### src/rtl/gpio_edge_port.sv
`timescale 1ns/1ps
module gpio_edge_port #(
  parameter int PINS = 32,
  parameter int AW   = 6
) (
  input  logic            clk,
  input  logic            rst_n,
  input  logic [AW-1:0]   bus_addr,
  input  logic            bus_wr,
  input  logic [31:0]     bus_wdata,
  output logic [31:0]     bus_rdata,
  input  logic [PINS-1:0] pin_in,
  output logic [PINS-1:0] pin_out,
  output logic [PINS-1:0] pin_oe,
  output logic            irq
);
  localparam int NREG = 8;
  localparam int WIX  = AW - 2;
  localparam logic [WIX-1:0] IX_DIR  = WIX'(0);
  localparam logic [WIX-1:0] IX_LVL  = WIX'(1);
  localparam logic [WIX-1:0] IX_DRV  = WIX'(2);
  localparam logic [WIX-1:0] IX_BOTH = WIX'(3);
  localparam logic [WIX-1:0] IX_POL  = WIX'(4);
  localparam logic [WIX-1:0] IX_STAT = WIX'(5);
  localparam logic [WIX-1:0] IX_PEND = WIX'(6);
  localparam logic [WIX-1:0] IX_MASK = WIX'(7);

  logic [WIX-1:0]  widx;
  logic            hit;
  logic [NREG-1:0] we;
  logic [PINS-1:0] wdat;
  logic [PINS-1:0] dir_q, drv_q, both_q, pol_q, mask_q, pend_q;
  logic [PINS-1:0] s1_q, s2_q, prev_q;
  logic [PINS-1:0] rise, fall, evt;
  logic            irq_q;

  assign widx = bus_addr[AW-1:2];
  assign hit  = (bus_addr[1:0] == 2'b00) && (widx < WIX'(NREG));
  assign wdat = bus_wdata[PINS-1:0];

  for (genvar k = 0; k < NREG; k++) begin : g_we
    assign we[k] = bus_wr && hit && (widx == WIX'(k));
  end

  always_ff @(posedge clk or negedge rst_n) begin
    if (!rst_n) begin
      s1_q   <= '0;
      s2_q   <= '0;
      prev_q <= '0;
    end else begin
      s1_q   <= pin_in;
      s2_q   <= s1_q;
      prev_q <= s2_q;
    end
  end

  assign rise = s2_q & ~prev_q;
  assign fall = ~s2_q & prev_q;
  assign evt  = (both_q & (rise | fall))
              | (~both_q & ~pol_q & rise)
              | (~both_q & pol_q & fall);

  always_ff @(posedge clk or negedge rst_n) begin
    if (!rst_n) begin
      dir_q  <= '0;
      drv_q  <= '0;
      both_q <= '0;
      pol_q  <= '0;
      mask_q <= '0;
    end else begin
      if (we[IX_DIR])  dir_q  <= wdat;
      if (we[IX_DRV])  drv_q  <= wdat;
      if (we[IX_BOTH]) both_q <= wdat;
      if (we[IX_POL])  pol_q  <= wdat;
      if (we[IX_MASK]) mask_q <= wdat;
    end
  end

  always_ff @(posedge clk or negedge rst_n) begin
    if (!rst_n) begin
      pend_q <= '0;
      irq_q  <= 1'b0;
    end else begin
      pend_q <= (pend_q & ~(we[IX_PEND] ? wdat : '0)) | evt;
      irq_q  <= |(pend_q & mask_q);
    end
  end

  always_comb begin
    bus_rdata = '0;
    if (hit) begin
      case (widx)
        IX_DIR:  bus_rdata[PINS-1:0] = dir_q;
        IX_LVL:  bus_rdata[PINS-1:0] = s2_q;
        IX_DRV:  bus_rdata[PINS-1:0] = drv_q;
        IX_BOTH: bus_rdata[PINS-1:0] = both_q;
        IX_POL:  bus_rdata[PINS-1:0] = pol_q;
        IX_STAT: bus_rdata[PINS-1:0] = evt;
        IX_PEND: bus_rdata[PINS-1:0] = pend_q;
        IX_MASK: bus_rdata[PINS-1:0] = mask_q;
        default: bus_rdata = '0;
      endcase
    end
  end

  assign pin_oe  = dir_q;
  assign pin_out = drv_q;
  assign irq     = irq_q;
endmodule


### config.mk
export PLATFORM = sky130hd
export DESIGN_NAME = gpio_edge_port
export DESIGN_NICKNAME = d
export VERILOG_FILES = /design/src/rtl/gpio_edge_port.sv
export SDC_FILE = /design/constraint.sdc
export NUM_CORES = 1
export LEC_CHECK = 0
export ABC_AREA = 1
export BUFFER_PORTS_ARGS = -buffer_cell sky130_fd_sc_hd__buf_2
export CAP_MARGIN = 40
export CELL_PAD_IN_SITES_DETAIL_PLACEMENT = 1
export CELL_PAD_IN_SITES_GLOBAL_PLACEMENT = 2
export CORE_ASPECT_RATIO = 1.25
export CORE_MARGIN = 2
export CORE_UTILIZATION = 30
export CTS_CLUSTER_DIAMETER = 200
export DETAILED_ROUTE_END_ITERATION = 6
export PLACE_DENSITY_LB_ADDON = 0.1
export SKIP_CTS_REPAIR_TIMING = 1
export SYNTH_ARGS = -nofsm -noshare
export SYNTH_HDL_FRONTEND = slang
export SYNTH_SLANG_ARGS = --single-unit
### constraint.sdc
create_clock -name clk -period 1.25 [get_ports clk]
set_input_delay 0.1875 -clock clk [delete_from_list [all_inputs] [get_ports clk]]
set_output_delay 0.1875 -clock clk [all_outputs]
set_load 0.02 [all_outputs]
==> out/results.txt, run 1 <==
status -> complete, but fails checks
failing checks -> setup timing
Post-layout nets -> 2332
CTS Buffer Depth -> 3
Ant. Diodes -> 0
clock sink total -> 289
Buf/Inv on CP -> 3
routability cong. -> 0.796
cell breakdown of the critical path -> buf_4 -> nand3_1 -> nand2_1 -> nor2_2 -> nand3_2 -> nand2_2 -> inv_2 -> buf_6
first-pass GRT wire length -> 79.4 mm
# rows -> 88
Avg WL per Cell -> 19.7 um
Pre-Repair DR Iteration Count -> 4
CP Capture Type -> output port
DR DRC count -> 0
worst path arrival time -> 1840 ps
max-cap violation count -> 0
Mapped Nets -> 1891
placed cell area -> 17400 sq um
layout cells sized above 1 -> 39.6%
Final ANT Viol Nets -> 0
die area -> 48500 sq um
vias per cell -> 4.81
Overall Power -> 27.5 mW
Clock H-tree levels -> 2
routed vias -> 13.5k
WL final -> 55.4 mm
CP max-delay cell -> dfrtp_1
library cells used by synthesis -> 20
# fillers -> 5297
Worst VDD drop -> 910 uV
Iter 0 DRT Violations -> 426
Synth Warn # -> 0
post-route minimum period -> 2020 ps
critical path class -> reg -> out
DP Worst Slack -> -527 ps
Gate Count Post-Synth -> 1754
I/O pin cnt -> 170
Final Setup Violations -> 97
Post-Synthesis Cell Area -> 14000 sq um
vias in the first global route -> 13.9k
count of pins over their slew limit -> 0
cell area after layout -> 22000 sq um
required time of the critical path -> 1060 ps
maximum fanout along the worst path -> 3
CTS Buf Count -> 36
post-route core utilization -> 47.7%
die height -> 246 um
Reg clk slew, reported paths -> 60 ps
Max stage delay on crit path -> 430 ps
CTS root buf -> clkbuf_16
PortBufs -> 169
Initial Util -> 30.4%
Worst path depth -> 8
worst reg2reg path depth -> 7
setup slack after layout -> -774 ps
Cell Pwr Density -> 1250 nW/um^2
Syn Area/Cell -> 8.00 sq um
actual slew at the worst max-slew pin -> 345 ps
Total GRT Usage -> 21.3%
CP delay by family, top -> simple AND/OR/NAND/NOR gates
initial antenna violation count -> 0
global route overflow -> 0
DIE WIDTH -> 197 um
Syn-to-layout area delta -> 56.7%
Setup Skew -> 13.8 ps
Fin. Hold Viols -> 0
Skew-Pair Late Insertion Delay -> 550 ps
worst hold path type -> in -> async
critical path launch point type -> flop
Slew HR -> 77.0%
HPWL after DPL -> 35.8 mm
CTS tree -> yes
Fmax achieved -> 0.494 GHz
Setup TNS -> -26410 ps
Std-Cell Core Area -> 46100 sq um
unrepaired setup endpoints after global routing -> yes
leakage -> 10.7 nW
period utilisation layout -> 162%
#FFs+latches synth -> 289
largest net degree at the start of global routing -> 51
Seq/Total Area, Yosys -> 51.5%
CP startpoint -> s2_q[27]
R2R Path Start -> s2_q[27]
-- metrics by stage --
step / hold WS [ps] / std cells
global route: 126 / 2806
finish: 124 / 2806
floorplan: -108 / 1754
CTS: -506 / 2705
global placement: 93.9 / 2641
detailed placement: 96.4 / 2641
-- cells in the mapped netlist --
library cell	n	area, sq um
nand2_2	1	6.26
dfrtp_1	289	7230
nand2_4	1	11.3
clkbuf_1	35	131
and2_0	1	6.26
nor3_1	1	5.00
nor2_4	5	56.3
nand2_1	423	1590
a21oi_1	64	320
nor2_1	166	623
buf_1	9	33.8
inv_1	228	856
nand4_1	9	56.3
o21ai_0	102	510
buf_2	39	195
ha_1	64	801
nor2_2	2	12.5
o21ai_1	26	130
nor3_4	1	16.3
nand3_1	288	1440
-- layout by cell type (no fill, tap or decap), drive strengths merged --
cell and count:
nand2 425, buf 414, dfrtp 289, nand3 288, inv 228, nor2 173
o21ai 128, dlygate4sd3 65, a21oi 64, ha 64, clkbuf 62, nand4 9
clkinv 6, bufinv 2, nor3 2, and2 1, clkinvlp 1
-- metal layers --
layer / vias to the layer above / share of wire, % / GRT usage (%)
li1: 6440 / - / -
met1: 6761 / 43 / 26.7
met2: 197 / 52 / 37.6
met3: 93 / 2.6 / 3.02
met4: 0 / 2.8 / 6.57
met5: - / 0 / 0
-- final cells by class --
class,count,area [sq um],area share (%)
sequential,289,7240,32.9
multi-input combinational,1154,7150,32.5
timing repair buffer,486,4810,21.9
clock buffer,55,1080,4.93
inverter,228,858,3.90
tap,585,732,3.33
clock inverter,9,109,0.495
-- cell families after synthesis --
family	share of synthesized area [%]
and+or+nand+nor	27.2
buffers and inverters	8.67
DFF	51.5
AOI/OAI and AO/OA	6.85
adders and majority gates	5.71
-- final timing paths --
kind,to,slack [ps]
worst max-delay path,bus_rdata[27],-770
worst min-delay path,pin_oe[6],120
worst max register to register,pend_q[27],-50
worst min register to register,s2_q[28],340
max in group asynchronous,s2_q[21],440
min in group clk,s1_q[3],270
-- flip-flops by register name, indices dropped and copies added, names as in the netlist --
register / cells
both_q: 32
mask_q: 32
pend_q: 32
pin_oe: 32
pin_out: 32
pol_q: 32
prev_q: 32
s1_q: 32
s2_q: 32
irq: 1
-- power breakdown --
part           internal [mW]  total, mW  switching, mW  leakage, nW
Clock                   6.40       10.7           4.33        0.585
Combinational           2.72       5.80           3.09         6.96
Sequential              10.2       11.0          0.764         3.19
Power figures use the tool's default switching activity.
==> run 2: changes to the inputs <==
Clock period 1.25 ns to 1.78 ns, I/O delays scaled along.
==> out/results.txt, run 2 (synthesis gave the netlist of run 1 again) <==
initial antenna violation count -> 0
largest net degree at the start of global routing -> 53
Skew-Pair Late Insertion Delay -> 550 ps
Final Setup Violations -> 32
critical path class -> reg -> out
setup slack after layout -> -262 ps
vias per cell -> 4.80
# rows -> 88
required time of the critical path -> 1510 ps
post-route minimum period -> 2040 ps
most used cell, CP -> nand3_2
Clock H-tree levels -> 2
I/O pin cnt -> 170
CTS root buf -> clkbuf_16
Pre-Repair DR Iteration Count -> 4
Worst Hold Slack -> -10.9 ps
CP max-delay cell -> dfrtp_1
sw power -> 5.41 mW
CP delay by family, top -> simple AND/OR/NAND/NOR gates
actual slew at the worst max-slew pin -> 490 ps
RR Endpoint -> irq
DR DRC count -> 0
CP startpoint -> s2_q[12]
worst hold start -> bus_wdata[24]
Slew HR -> 67.1%
CTS tree -> yes
Max stage delay on crit path -> 410 ps
failing checks -> hold timing, setup timing
Ant. Diodes -> 0
leakage -> 9.81 nW
first-pass GRT wire length -> 76.6 mm
maximum fanout along the worst path -> 4
Internal Power -> 12.9 mW
Setup Skew -> 16.5 ps
unrepaired setup endpoints after global routing -> yes
CTS Buf Count -> 36
CP Capture Type -> output port
Cell Pwr Density -> 922 nW/um^2
routability cong. -> 0.797
Syn-to-layout area delta -> 41.1%
clock power share -> 40.3%
Iter 0 DRT Violations -> 501
Worst VDD drop -> 574 uV
die area -> 48500 sq um
worst hold path type -> in -> reg
Final ANT Viol Nets -> 0
critical path launch point type -> flop
CTS Buffer Depth -> 3
placed cell area -> 16400 sq um
Fmax achieved -> 0.490 GHz
HPWL after DPL -> 34.9 mm
Total GRT Usage -> 20.6%
Post-layout nets -> 2186
WL final -> 50.8 mm
DIE WIDTH -> 197 um
Worst Hold Path EP -> pol_q[24]
worst reg2reg path depth -> 4
Fin. Hold Viols -> 13
clock sink total -> 289
global route overflow -> 0
layout cells sized above 1 -> 32.9%
PortBufs -> 169
Switching Share -> 29.6%
vias in the first global route -> 13.0k
cell breakdown of the critical path -> inv_2 -> ha_4 -> nand2_1 -> nand3_2 -> nand3_2 -> nand3_2 -> nand2_2 -> inv_2 -> buf_6
FF-to-FF setup slack -> 460 ps
Gate power share -> 17.4%
max-cap violation count -> 0
Avg WL per Cell -> 19.1 um
Buf/Inv on CP -> 3
R2R Path Start -> mask_q[3]
status -> complete, but fails checks
routed vias -> 12.7k
Reg power frac -> 42.3%
count of pins over their slew limit -> 0
cell area after layout -> 19800 sq um
period utilisation layout -> 115%
most common cell after layout, fill and taps aside -> nand2_1
Reg clk slew, reported paths -> 60 ps
die height -> 246 um
worst path arrival time -> 1780 ps
DP Worst Slack -> -90.0 ps
Hold Path Depth -> 3
most frequent cells in the layout -> nand2_1 (338), dfrtp_1 (277), nand3_1 (196)
Std-Cell Core Area -> 46100 sq um
Initial Util -> 30.4%
## run 2: worst max-delay path by stage
stage	end	slack (ps)	cells after the start
floorplan	bus_rdata[10]	170	9
detailed placement	bus_rdata[31]	-90	10
global route	bus_rdata[12]	-380	9
global placement	bus_rdata[31]	-60	8
CTS	bus_rdata[31]	-490	8
finish	bus_rdata[12]	-260	9
## run 2: metrics by stage
step | setup TNS, ps | hold WS [ps] | power (mW) | std cells | util, %
after CTS | -12320 | -424 | 17.9 | 2570 | 38.0
after detailed placement | -1110 | 170 | 10.4 | 2508 | 35.5
after global placement | -682 | 174 | 10.4 | 2508 | 35.5
after floorplan | 0 | -28.6 | 9.05 | 1754 | -
after global routing | -9870 | -1.45 | 19.2 | 2658 | 42.9
final | -6600 | -10.9 | 18.3 | 2658 | 42.9
## run 2: tightest hold or removal path: stages
cell and delay (ps):
buf_2 120, nand2_1 50, o21ai_1 60
## run 2: power by group through the flow
stage	Combinational (mW)	Sequential (mW)	Clock, mW
after floorplan	1.18	7.87	0
after global placement	2.61	7.75	0
after detailed placement	2.63	7.77	0
after CTS	2.65	7.66	7.63
after global routing	3.53	7.81	7.88
final	3.17	7.72	7.37
## run 2: final cells by class
class / count / area [sq um]
tap: 585 / 732
sequential: 289 / 7250
clock buffer: 53 / 1070
clock inverter: 9 / 95.1
fill: 5406 / 26300
inverter: 228 / 856
timing repair buffer: 340 / 2900
multi-input combinational: 1154 / 6900
## run 2: metal layers
metal | up-vias | share of wire, % | global-route usage, % | wire length (um)
met5 | - | 0 | 0 | 0
met4 | 0 | 1.9 | 5.11 | 962
met3 | 59 | 2.9 | 3.13 | 1500
met2 | 171 | 50 | 35.8 | 25600
met1 | 6379 | 45 | 26.8 | 22700
li1 | 6137 | - | - | -
==> run 3: changes to the inputs <==
Settings changed: CELL_PAD_IN_SITES_GLOBAL_PLACEMENT 2 to 1.
==> out/results.txt, run 3 (synthesis gave the netlist of run 1 again) <==
status -> complete, but fails checks
failing checks -> hold timing, setup timing
PortBufs -> 169
Setup TNS -> -7220 ps
maximum fanout along the worst path -> 4
Syn-to-layout area delta -> 39.4%
clock sink total -> 289
Worst Hold Slack -> -1.73 ps
global route overflow -> 0
Avg WL per Cell -> 18.7 um
Iter 0 DRT Violations -> 449
Switching Share -> 29.7%
Skew-Pair Late Insertion Delay -> 540 ps
initial antenna violation count -> 1
CTS root buf -> clkbuf_16
CTS tree -> yes
CTS Buffer Depth -> 3
Max stage delay on crit path -> 430 ps
Initial Util -> 30.4%
vias per cell -> 4.80
Fmax achieved -> 0.485 GHz
Worst VDD drop -> 543 uV
post-route minimum period -> 2060 ps
Pre-Repair DR Iteration Count -> 5
CP Capture Type -> output port
most frequent cells in the layout -> nand2_1 (353), dfrtp_1 (280), nand3_1 (206)
FF-to-FF setup slack -> 590 ps
HPWL after DPL -> 33.6 mm
Final Setup Violations -> 32
routability cong. -> 0.797
DR DRC count -> 0
routed vias -> 12.7k
CP delay by family, top -> flip-flops
sw power -> 5.36 mW
Post-layout nets -> 2176
actual slew at the worst max-slew pin -> 365 ps
cell breakdown of the critical path -> inv_1 -> ha_1 -> nand2_2 -> nand3_2 -> nand3_2 -> nand2_1 -> inv_1 -> buf_6
Clock H-tree levels -> 2
leakage -> 9.74 nW
required time of the critical path -> 1510 ps
post-route core utilization -> 42.4%
critical path class -> reg -> out
Std-Cell Core Area -> 46100 sq um
unrepaired setup endpoints after global routing -> yes
Reg clk slew, reported paths -> 60 ps
Total GRT Usage -> 20.2%
WL final -> 49.6 mm
die height -> 246 um
worst path arrival time -> 1790 ps
Gate power share -> 17.2%
DP Worst Slack -> -86.6 ps
Overall Power -> 18.1 mW
period utilisation layout -> 116%
Setup Skew -> 6.16 ps
CP max-delay cell -> dfrtp_1
setup slack after layout -> -281 ps
Reg power frac -> 42.7%
count of pins over their slew limit -> 0
CTS Buf Count -> 36
die area -> 48500 sq um
worst hold path type -> in -> reg
clock power share -> 40.2%
Final ANT Viol Nets -> 0
DIE WIDTH -> 197 um
Cell Pwr Density -> 924 nW/um^2
layout cells sized above 1 -> 30.0%
Slew HR -> 75.7%
critical path launch point type -> flop
most common cell after layout, fill and taps aside -> nand2_1
# rows -> 88
first-pass GRT wire length -> 75.6 mm
vias in the first global route -> 13.2k
I/O pin cnt -> 170
largest net degree at the start of global routing -> 64
Internal Power -> 12.7 mW
Buf/Inv on CP -> 3
Fin. Hold Viols -> 2
max-cap violation count -> 0
## run 3: final timing paths
| kind | startpoint | end | cells after the start |
|---|---|---|---|
| min | bus_wdata[12] | pol_q[12] | 3 |
| max in group asynchronous | rst_n | mask_q[19] | 4 |
| min in group asynchronous | rst_n | s1_q[4] | 2 |
| max reg2reg | s2_q[28] | pend_q[28] | 6 |
| max | s2_q[28] | bus_rdata[28] | 8 |
| min reg2reg | s1_q[16] | s2_q[16] | 0 |
## run 3: layer usage
metal | GRT usage, % | part of all wire (%) | up-vias | wire, um
met5 | 0 | 0 | - | 0
met4 | 5.51 | 2.2 | 0 | 1090
met3 | 3.10 | 3.0 | 58 | 1510
met2 | 34.8 | 50 | 193 | 24800
met1 | 26.4 | 45 | 6336 | 22200
li1 | - | - | 6130 | -
## run 3: area by class of cell
class,instances,area [sq um]
Fill cell,5394,26600
Sequential cell,289,7240
Multi-Input combinational cell,1154,6710
Timing Repair Buffer,330,2870
Clock buffer,52,1070
Inverter,228,856
Tap cell,585,732
Clock inverter,9,70.1
Antenna cell,1,2.50
## run 3: worst reg2reg max path: cells and delay by family, from the launching register on
| kind | cells | cell delay (ps) |
|---|---|---|
| adders and majority gates | 1 | 280 |
| DFF | 1 | 430 |
| buffers and inverters | 2 | 200 |
| and+or+nand+nor | 3 | 170 |
## run 3: stage by stage
step,std cells,instance area (sq um)
2_1_floorplan,1754,14000
3_3_place_gp,2504,16400
3_5_place_dp,2504,16400
4_1_cts,2565,17500
5_1_grt,2648,19600
6_report,2648,19600
## run 3: power by group through the flow
| stage | sequential, mW | combinational (mW) | clock [mW] |
|---|---|---|---|
| after floorplan | 7.87 | 1.18 | 0 |
| after global placement | 7.76 | 2.59 | 0 |
| after detailed placement | 7.77 | 2.63 | 0 |
| after CTS | 7.66 | 2.65 | 7.51 |
| after global routing | 7.80 | 3.45 | 7.75 |
| final | 7.71 | 3.10 | 7.25 |
